$ cat config.mk
export PLATFORM = sky130hd
export DESIGN_NAME = core_sel_router
export DESIGN_NICKNAME = d
export VERILOG_FILES = /design/src/rtl/core_sel_pkg.sv /design/src/rtl/sel_chain.sv /design/src/rtl/chain_bypass.sv /design/src/rtl/port_router.sv /design/src/rtl/core_sel_router.sv
export SDC_FILE = /design/constraint.sdc
export NUM_CORES = 1
export LEC_CHECK = 0
export BUFFER_PORTS_ARGS = -buffer_cell sky130_fd_sc_hd__buf_2
export CORE_MARGIN = 4
export CORE_UTILIZATION = 43
export CTS_BUF_LIST = sky130_fd_sc_hd__clkbuf_8
export CTS_CLUSTER_SIZE = 40
export DETAILED_ROUTE_END_ITERATION = 10
export HOLD_SLACK_MARGIN = 0.06
export PLACE_DENSITY = 0.78
export SYNTH_ARGS = -nofsm -noshare
export SYNTH_HDL_FRONTEND = slang
export SYNTH_SLANG_ARGS = --single-unit
$ cat constraint.sdc
create_clock -name clk_i -period 8 [get_ports clk_i]
set_input_delay 1.6 -clock clk_i [delete_from_list [all_inputs] [get_ports clk_i]]
set_output_delay 1.6 -clock clk_i [all_outputs]
set_load 0.02 [all_outputs]
$ cat src/rtl/core_sel_pkg.sv
package core_sel_pkg;

    typedef enum logic [1:0] {
        RT_MUX    = 2'd0,
        RT_CHAIN  = 2'd1,
        RT_DIRECT = 2'd2,
        RT_OFF    = 2'd3
    } route_mode_e;

endpackage

$ cat src/rtl/sel_chain.sv
module sel_chain #(
    parameter int W = 6
) (
    input  logic         clk_i,
    input  logic         rst_ni,
    input  logic         sh_en_i,
    input  logic         sh_di_i,
    input  logic         upd_i,
    output logic         sh_do_o,
    output logic [W-1:0] sel_o
);

    typedef struct packed {
        logic [W-1:0] shf;
        logic [W-1:0] act;
    } chain_st_t;

    chain_st_t st_d, st_q;

    always_comb begin
        st_d = st_q;
        // the update takes the shift stage as it was before this edge
        if (upd_i) begin
            st_d.act = st_q.shf;
        end
        if (sh_en_i) begin
            if (W > 1) begin
                st_d.shf = {sh_di_i, st_q.shf[W-1:1]};
            end else begin
                st_d.shf[W-1] = sh_di_i;
            end
        end
    end

    always_ff @(posedge clk_i or negedge rst_ni) begin
        if (!rst_ni) begin
            st_q <= '0;
        end else begin
            st_q <= st_d;
        end
    end

    assign sh_do_o = st_q.shf[0];
    assign sel_o   = st_q.act;

endmodule

$ cat src/rtl/chain_bypass.sv
module chain_bypass #(
    parameter int N  = 3,
    parameter int DW = 8
) (
    input  logic            clk_i,
    input  logic            rst_ni,
    input  logic [DW-1:0]   head_i,
    input  logic [N-1:0]    sel_i,
    input  logic [N*DW-1:0] core_do_i,
    output logic [N*DW-1:0] link_o,
    output logic [DW-1:0]   tail_o
);

    typedef struct packed {
        logic [N*DW-1:0] byp;
    } byp_st_t;

    byp_st_t st_d, st_q;
    logic [DW-1:0] link [N+1];

    always_comb begin
        st_d    = st_q;
        link[0] = head_i;
        link_o  = '0;
        for (int k = 0; k < N; k++) begin
            link_o[k*DW +: DW] = link[k];
            st_d.byp[k*DW +: DW] = link[k];
            if (sel_i[k]) begin
                link[k+1] = core_do_i[k*DW +: DW];
            end else begin
                link[k+1] = st_q.byp[k*DW +: DW];
            end
        end
        tail_o = link[N];
    end

    always_ff @(posedge clk_i or negedge rst_ni) begin
        if (!rst_ni) begin
            st_q <= '0;
        end else begin
            st_q <= st_d;
        end
    end

endmodule

$ cat src/rtl/port_router.sv
module port_router
    import core_sel_pkg::*;
#(
    parameter int N  = 3,
    parameter int CW = 2,
    parameter int DW = 8
) (
    input  logic [1:0]      mode_i,
    input  logic [N-1:0]    sel_i,
    input  logic [CW-1:0]   tp_ctl_i,
    input  logic [DW-1:0]   tp_di_i,
    input  logic [N*CW-1:0] dir_ctl_i,
    input  logic [N*DW-1:0] dir_di_i,
    input  logic [N*DW-1:0] core_do_i,
    input  logic [N*DW-1:0] link_i,
    input  logic [DW-1:0]   tail_i,
    output logic [DW-1:0]   tp_do_o,
    output logic [N*DW-1:0] dir_do_o,
    output logic [N*CW-1:0] core_ctl_o,
    output logic [N*DW-1:0] core_di_o,
    output logic [N-1:0]    core_en_o,
    output logic            mux_err_o
);

    localparam int IDX_W = (N > 1) ? $clog2(N) : 1;

    logic [IDX_W-1:0] pick;
    logic             found;
    logic             multi;

    always_comb begin
        pick  = '0;
        found = 1'b0;
        multi = 1'b0;
        for (int k = 0; k < N; k++) begin
            if (sel_i[k]) begin
                if (found) begin
                    multi = 1'b1;
                end else begin
                    pick  = IDX_W'(k);
                    found = 1'b1;
                end
            end
        end
    end

    always_comb begin
        tp_do_o    = '0;
        dir_do_o   = '0;
        core_ctl_o = '0;
        core_di_o  = '0;
        core_en_o  = '0;
        mux_err_o  = 1'b0;
        unique case (route_mode_e'(mode_i))
            RT_MUX: begin
                mux_err_o = multi;
                if (found) begin
                    core_en_o[pick]            = 1'b1;
                    core_ctl_o[pick*CW +: CW]  = tp_ctl_i;
                    core_di_o[pick*DW +: DW]   = tp_di_i;
                    tp_do_o                    = core_do_i[pick*DW +: DW];
                end
            end
            RT_CHAIN: begin
                tp_do_o = tail_i;
                for (int k = 0; k < N; k++) begin
                    if (sel_i[k]) begin
                        core_en_o[k]          = 1'b1;
                        core_ctl_o[k*CW +: CW] = tp_ctl_i;
                        core_di_o[k*DW +: DW]  = link_i[k*DW +: DW];
                    end
                end
            end
            RT_DIRECT: begin
                for (int k = 0; k < N; k++) begin
                    if (sel_i[k]) begin
                        core_en_o[k]           = 1'b1;
                        core_ctl_o[k*CW +: CW] = dir_ctl_i[k*CW +: CW];
                        core_di_o[k*DW +: DW]  = dir_di_i[k*DW +: DW];
                        dir_do_o[k*DW +: DW]   = core_do_i[k*DW +: DW];
                    end
                end
            end
            default: begin
                core_en_o = '0;
            end
        endcase
    end

endmodule

$ cat src/rtl/core_sel_router.sv
module core_sel_router #(
    parameter int N_CORES       = 3,
    parameter int BITS_PER_CORE = 2,
    parameter int CTL_W         = 2,
    parameter int DAT_W         = 8
) (
    input  logic                       clk_i,
    input  logic                       rst_ni,
    input  logic                       sh_en_i,
    input  logic                       sh_di_i,
    input  logic                       upd_i,
    output logic                       sh_do_o,
    input  logic [1:0]                 mode_i,
    input  logic [CTL_W-1:0]           tp_ctl_i,
    input  logic [DAT_W-1:0]           tp_di_i,
    output logic [DAT_W-1:0]           tp_do_o,
    input  logic [N_CORES*CTL_W-1:0]   dir_ctl_i,
    input  logic [N_CORES*DAT_W-1:0]   dir_di_i,
    output logic [N_CORES*DAT_W-1:0]   dir_do_o,
    output logic [N_CORES*CTL_W-1:0]   core_ctl_o,
    output logic [N_CORES*DAT_W-1:0]   core_di_o,
    input  logic [N_CORES*DAT_W-1:0]   core_do_i,
    output logic [N_CORES-1:0]         core_en_o,
    output logic [N_CORES*BITS_PER_CORE-1:0] sel_bits_o,
    output logic                       mux_err_o
);

    localparam int SEL_W = N_CORES * BITS_PER_CORE;

    logic [SEL_W-1:0]         sel_bits;
    logic [N_CORES-1:0]       core_sel;
    logic [N_CORES*DAT_W-1:0] link;
    logic [DAT_W-1:0]         tail;

    sel_chain #(.W(SEL_W)) u_chain (
        .clk_i   (clk_i),
        .rst_ni  (rst_ni),
        .sh_en_i (sh_en_i),
        .sh_di_i (sh_di_i),
        .upd_i   (upd_i),
        .sh_do_o (sh_do_o),
        .sel_o   (sel_bits)
    );

    for (genvar g = 0; g < N_CORES; g++) begin : g_core_sel
        assign core_sel[g] = |sel_bits[g*BITS_PER_CORE +: BITS_PER_CORE];
    end

    chain_bypass #(.N(N_CORES), .DW(DAT_W)) u_byp (
        .clk_i     (clk_i),
        .rst_ni    (rst_ni),
        .head_i    (tp_di_i),
        .sel_i     (core_sel),
        .core_do_i (core_do_i),
        .link_o    (link),
        .tail_o    (tail)
    );

    port_router #(.N(N_CORES), .CW(CTL_W), .DW(DAT_W)) u_route (
        .mode_i     (mode_i),
        .sel_i      (core_sel),
        .tp_ctl_i   (tp_ctl_i),
        .tp_di_i    (tp_di_i),
        .dir_ctl_i  (dir_ctl_i),
        .dir_di_i   (dir_di_i),
        .core_do_i  (core_do_i),
        .link_i     (link),
        .tail_i     (tail),
        .tp_do_o    (tp_do_o),
        .dir_do_o   (dir_do_o),
        .core_ctl_o (core_ctl_o),
        .core_di_o  (core_di_o),
        .core_en_o  (core_en_o),
        .mux_err_o  (mux_err_o)
    );

    assign sel_bits_o = sel_bits;

endmodule

==> metrics.csv, run 1 <==
metric,value,unit
vias_per_cell,5.88,
grt_usage,0.244,
grt_pass1_wl,14.2,mm
synth_area,2580,um2
avgSynthCellArea,9.75,um2
fp.coreArea,5680,um2
critPathMaxFanout,28,
worst_pin_slew,0.949,ns
grt_pass1_vias,2654,
synth_edf_count,0,
fill_cells,537,
ys_top_cells_by_count,"dfrtp_1 (36), inv_1 (19), mux2_2 (17), and3_1 (16), a21oi_1 (12)",
synth_cells,265,
synth-seq-cells,36,
rsz0062_at_grt,false,
cts-buffers-inserted,5,
start_util,0.455,
cp-start-kind,input pin,
max_cap_violations,0,
antenna_found_initial,0,
synth_top_cell_area_share,0.349,
synth_area_leader_cell,dfrtp_1,
area_growth,28.7,%
p_per_area,223,nW/um2
cts_tree,yes,
setup-tns-final,0,ns
required,6.40,ns
final_antenna_net_count,0,
post_cts_buffers,0,
design_area,3320,um2
portBuffers,143,
routed_wl,9.18,mm
p_leak,1.76,nW
ys_warn_count,0,
clk_path_buf_depth,2,
rows,27,
slew-limit-headroom,0.362,
synth.distinct_cells,46,
drtPass1Iterations,5,
dpl_cell_area,3250,um2
io_pins,144,
critPathKind,in -> out,
dp_hpwl,6.84,mm
status,"finished, final reports clean",
min_period,5.33,ns
postCtsHoldBufs,0,
syn_nets,342,
antennaDiodeCount,0,
grt_max_degree,37,
min_path_type,reg -> reg,
layout_worst_path_cycle_share,0.666,
hold_viol,0,
synth_flop_cell,dfrtp_1,
dieHeight,85.5,um
htreeDepth,2,
nets,467,
setup_viol,0,
cts.sink_count,36,
synthArstFlopShare,1.00,
ir_worst_vdd,0.0902,mV
overflow,0,
crit_arrival,3.73,ns
fin_skew,0.00821,ns
drt-wirelength-per-cell,19.9,um
ctsResizeCount,0,
synth-seq-area-share,0.349,
die_width,85.5,um
root_buffer,clkbuf_8,
drt_iter0_drc,280,
place.gp.congestion,0.885,
finalMaxSlewViolations,0,
vias,2715,
drive_gt1_frac,0.462,
yosysMostFrequentCell,dfrtp_1,
clk_pin_slew_worst_paths,0.07,ns
critPathCaptureType,output pin,
synthTopCellsByArea,"dfrtp_1 (35%), mux2_2 (7.4%), and3_1 (3.9%)",
drc_errors,0,
insertion_delay,0.28,ns
dieArea,7310,um2
fmax,188,MHz
## state kept, by name (all words and copies together) (netlist names)
register and cells:
u_chain.sh_do_o 1, u_chain.st_q 5, u_byp.st_q 24, u_chain.sel_o 6
## routing by layer
| metal | global-route usage | wire, um | up-vias |
|---|---|---|---|
| met5 | 0 | 0 | - |
| met4 | 0.0561 | 100 | 0 |
| met3 | 0.0442 | 972 | 12 |
| met2 | 0.397 | 4340 | 175 |
| met1 | 0.338 | 3760 | 1278 |
| li1 | - | - | 1250 |
## through the flow
stage                util  cells  setup WS (ns)  hold WS, ns  power [mW]
floorplan               -    265           3.54        0.434       0.520
global placement    0.572    455           2.82        0.450       0.612
detailed placement  0.572    455           2.67        0.459       0.623
CTS                 0.586    462           2.67        0.476       0.740
global route        0.586    462           2.51        0.517       0.786
finish              0.586    462           2.67        0.478       0.742
## report_power, final
group / internal [mW] / leakage (nW) / switching (mW) / total, mW
logic: 0.138 / 1.29 / 0.230 / 0.368
clock network: 0.0579 / 0.0452 / 0.0614 / 0.119
registers: 0.219 / 0.423 / 0.0353 / 0.255
total: 0.415 / 1.76 / 0.327 / 0.742
## cells in the final DEF (no fill, tap or decap), drive strengths merged
master	instances
or2	3
o21ba	1
nand2	4
and3	16
a311oi	6
nand2b	1
o32ai	2
a32oi	2
nor3b	9
clkbuf	5
mux2	20
a22o	10
nand4	2
buf	144
o311ai	1
a221o	8
nor2	8
o21a	10
a21oi	12
nor4	1
inv	21
clkinv	1
a211oi	1
nor3	5
mux2i	8
and3b	1
nor4b	1
a32o	2
a21o	1
ha	6
o221ai	8
dfrtp	36
and4b	1
o22ai	6
o31ai	2
nand3	9
and2	9
o21ai	7
## logic make-up (layout without fill, tap and decap cells)
| logic type | Yosys count | count (layout) | share of synthesized area |
|---|---|---|---|
| adder cells (fa/ha/maj) | 6 | 6 | 0.0291 |
| multiplexers | 28 | 28 | 0.123 |
| AND/OR/NAND/NOR | 70 | 70 | 0.174 |
| flip-flops | 36 | 36 | 0.349 |
| buffers and inverters | 46 | 171 | 0.0872 |
| AO/OA/AOI/OAI | 79 | 79 | 0.238 |
## layout make-up
class | count | area [um2] | area share
multi-input combinational | 183 | 1460 | 0.438
sequential | 36 | 901 | 0.271
timing repair buffer | 144 | 723 | 0.218
tap | 72 | 90.1 | 0.0271
inverter | 20 | 75.1 | 0.0226
clock buffer | 5 | 68.8 | 0.0207
clock inverter | 2 | 8.76 | 0.00264
## path summary, 6_finish.rpt
kind,depth (start not counted),endpoint,startpoint,slack (ns)
hold / removal,2,u_byp.st_q[20],u_byp.st_q[12],0.48
setup / recovery,7,core_di_o[9],mode_i[0],2.67
min in group asynchronous,1,u_byp.st_q[0],rst_ni,1.41
setup reg to reg,3,u_byp.st_q[22],u_chain.sel_o[3],6.03
hold reg to reg,2,u_byp.st_q[20],u_byp.st_q[12],0.48
max in group asynchronous,1,u_byp.st_q[15],rst_ni,6.08
## worst max-delay path: stages
cell and delay (ns):
buf_2 0.11, inv_1 0.07, ha_1 0.77, o21ai_1 0.50
nor3b_1 0.35, a221o_1 0.14, buf_2 0.17
Power figures use the tool's default switching activity.
==> run 2: changes to the inputs <==
--- a/config.mk
+++ b/config.mk
@@ -7,12 +7,12 @@
 export LEC_CHECK = 0
 export BUFFER_PORTS_ARGS = -buffer_cell sky130_fd_sc_hd__buf_2
 export CORE_MARGIN = 4
-export CORE_UTILIZATION = 43
+export CORE_UTILIZATION = 42
 export CTS_BUF_LIST = sky130_fd_sc_hd__clkbuf_8
 export CTS_CLUSTER_SIZE = 40
 export DETAILED_ROUTE_END_ITERATION = 10
 export HOLD_SLACK_MARGIN = 0.06
-export PLACE_DENSITY = 0.78
+export PLACE_DENSITY = 0.8
 export SYNTH_ARGS = -nofsm -noshare
 export SYNTH_HDL_FRONTEND = slang
 export SYNTH_SLANG_ARGS = --single-unit
==> constraint.sdc (replaced) <==
create_clock -name clk_i -period 4.6 [get_ports clk_i]
set_input_delay 0.92 -clock clk_i [delete_from_list [all_inputs] [get_ports clk_i]]
set_output_delay 0.92 -clock clk_i [all_outputs]
set_load 0.02 [all_outputs]
==> run 2 against run 1 <==
  * Highest routed layer unchanged
  * Final cell count rose by 1.3%
  * Global-route usage is 0.10 points lower
  * Worst setup slack got worse by 2.0 ns
  * Non-clock buffer count increased by 3
  * Cell area up 0.90%
  * Die area grew 2.2%
  * Power rose by 75%
  * Largest cell class unchanged
==> metrics.csv, run 2 (synthesis results as in run 1) <==
metric,value,unit,change
status,"finished, final reports clean",,
grt_max_degree,37,,unchanged
required,3.68,ns,-2.72 ns
regMostFlops,u_byp.st_q,,
die_width,86.4,um,+1.1%
rows,28,,+3.7%
vias_per_cell,5.80,,-1.3%
setup-tns-final,0,ns,unchanged
internal-power,725,uW,+75%
min_period,3.88,ns,
power,1.30,mW,+75%
crit_end,core_di_o[8],,
power_frac_comb,0.492,,-0.004
nets,470,,+0.64%
area_growth,29.8,%,
max_cap_violations,0,,unchanged
rsz0062_at_grt,false,,
dieArea,7470,um2,+2.2%
grt_pass1_wl,14.4,mm,+1.1%
postCtsHoldBufs,0,,unchanged
slew-limit-headroom,0.237,,-0.125
overflow,0,,unchanged
routed_wl,9.19,mm,+0.12%
min-delay-start,u_byp.st_q[13],,
final_common_cell,buf_2,,
cts-buffers-inserted,5,,unchanged
crit_arrival,2.96,ns,-0.77 ns
hold_ws,0.483,ns,+0.00454 ns
antenna_found_initial,0,,unchanged
setup_viol,0,,unchanged
clockPowerShare,0.167,,+0.006
clk_pin_slew_worst_paths,0.07,ns,about the same
drive_gt1_frac,0.468,,+0.00665
ctsResizeCount,0,,unchanged
fill_cells,551,,+2.6%
switchingPower,576,uW,+76%
layout_worst_path_cycle_share,0.844,,
dpl_cell_area,3270,um2,+0.81%
largest_reg_flops,24,,unchanged
design_area,3350,um2,+0.90%
drc_errors,0,,unchanged
ir_worst_vdd,0.230,mV,+150%
fin_skew,0.00495,ns,-0.00326 ns
fp.coreArea,5960,um2,+4.9%
critPathCaptureType,output pin,,
post_cts_buffers,0,,unchanged
min_path_type,reg -> reg,,
start_util,0.434,,-0.0214
io_pins,144,,unchanged
grt_usage,0.243,,-0.00104
grt_pass1_vias,2824,,+6.4%
root_buffer,clkbuf_8,,
dp_hpwl,6.95,mm,+1.5%
startpoint,u_chain.sel_o[3],,
antennaDiodeCount,0,,unchanged
insertion_delay,0.28,ns,about the same
r2r_cells,3,,unchanged
finalMaxSlewViolations,0,,unchanged
worst_pin_slew,1.14,ns,+0.186 ns
p_leak,1.77,nW,+0.58%
rr_endpoint,u_byp.st_q[22],,
clk_path_buf_depth,2,,unchanged
cts_tree,yes,,
vias,2714,,-0.037%
hold_viol,0,,unchanged
dieHeight,86.4,um,+1.1%
drtPass1Iterations,4,,-1
critPathKind,reg -> out,,
drt_iter0_drc,192,,-31%
cp-start-kind,register,,
portBuffers,143,,unchanged
r2r_slack,2.74,ns,-3.29 ns
place.gp.congestion,0.861,,-2.7%
final_antenna_net_count,0,,unchanged
htreeDepth,2,,unchanged
mostFrequentLayoutCells,"buf_2 (143), dfrtp_1 (36), inv_1 (19), mux2_2 (17), and3_1 (16)",,
fmax,258,MHz,
drt-wirelength-per-cell,19.6,um,-1.2%
cts.sink_count,36,,unchanged
swShare,0.443,,+0.00228
seqPwrFrac,0.341,,-0.002
p_per_area,388,nW/um2,+74%
critPathMaxFanout,13,,-54%
rr_startpoint,u_chain.sel_o[3],,
run 2: changes by cell type in the layout (fill, tap and decap cells not counted), sizes merged:
cell	change
clkinvlp	+1
buf	+3
inv	-1
run 2: worst min path at each step:
stage                           to  slack, ns  cells after the start
finish              u_byp.st_q[21]       0.48                      2
global route        u_byp.st_q[21]       0.51                      2
CTS                 u_byp.st_q[21]       0.48                      2
detailed placement  u_byp.st_q[21]       0.46                      2
global placement    u_byp.st_q[23]       0.46                      2
floorplan           u_byp.st_q[17]       0.43                      2
run 2: final cells by class:
class,count,area [um2],share of cell area
flip-flops and latches,36,901,0.269
multi-input cells,183,1460,0.434
well taps,75,93.8,0.0280
inverters,20,75.1,0.0224
clock inverters,2,12.5,0.00373
repair buffers,147,746,0.222
clock buffers,5,68.8,0.0205
run 2: layer usage:
metal | up-vias | track usage | wire length, um
met2 | 154 | 0.419 | 4520
met1 | 1296 | 0.310 | 3700
met3 | 16 | 0.0437 | 803
met5 | - | 0 | 0
li1 | 1248 | - | -
met4 | 0 | 0.0722 | 165
run 2: power groups by stage:
| stage | registers [mW] | clock network, mW | logic [mW] |
|---|---|---|---|
| 6_report | 0.444 | 0.217 | 0.640 |
| 3_3_place_gp | 0.443 | 0 | 0.625 |
| 2_1_floorplan | 0.422 | 0 | 0.483 |
| 5_1_grt | 0.453 | 0.235 | 0.689 |
| 3_5_place_dp | 0.449 | 0 | 0.634 |
| 4_1_cts | 0.443 | 0.219 | 0.637 |
run 2: through the flow:
stage | util | setup WS (ns) | instances
after floorplan | - | 1.44 | 265
after global placement | 0.549 | 0.811 | 461
after detailed placement | 0.549 | 0.810 | 461
after CTS | 0.563 | 0.735 | 468
after global routing | 0.563 | 0.532 | 468
final | 0.563 | 0.719 | 468
run 2: critical path: stages (launching register included):
cell and delay (ns):
dfrtp_1 0.56, nor4_4 0.42, nand2_1 0.15, ha_1 0.33, and4b_1 0.25, nor4b_4 0.54
a221o_1 0.27, buf_2 0.17
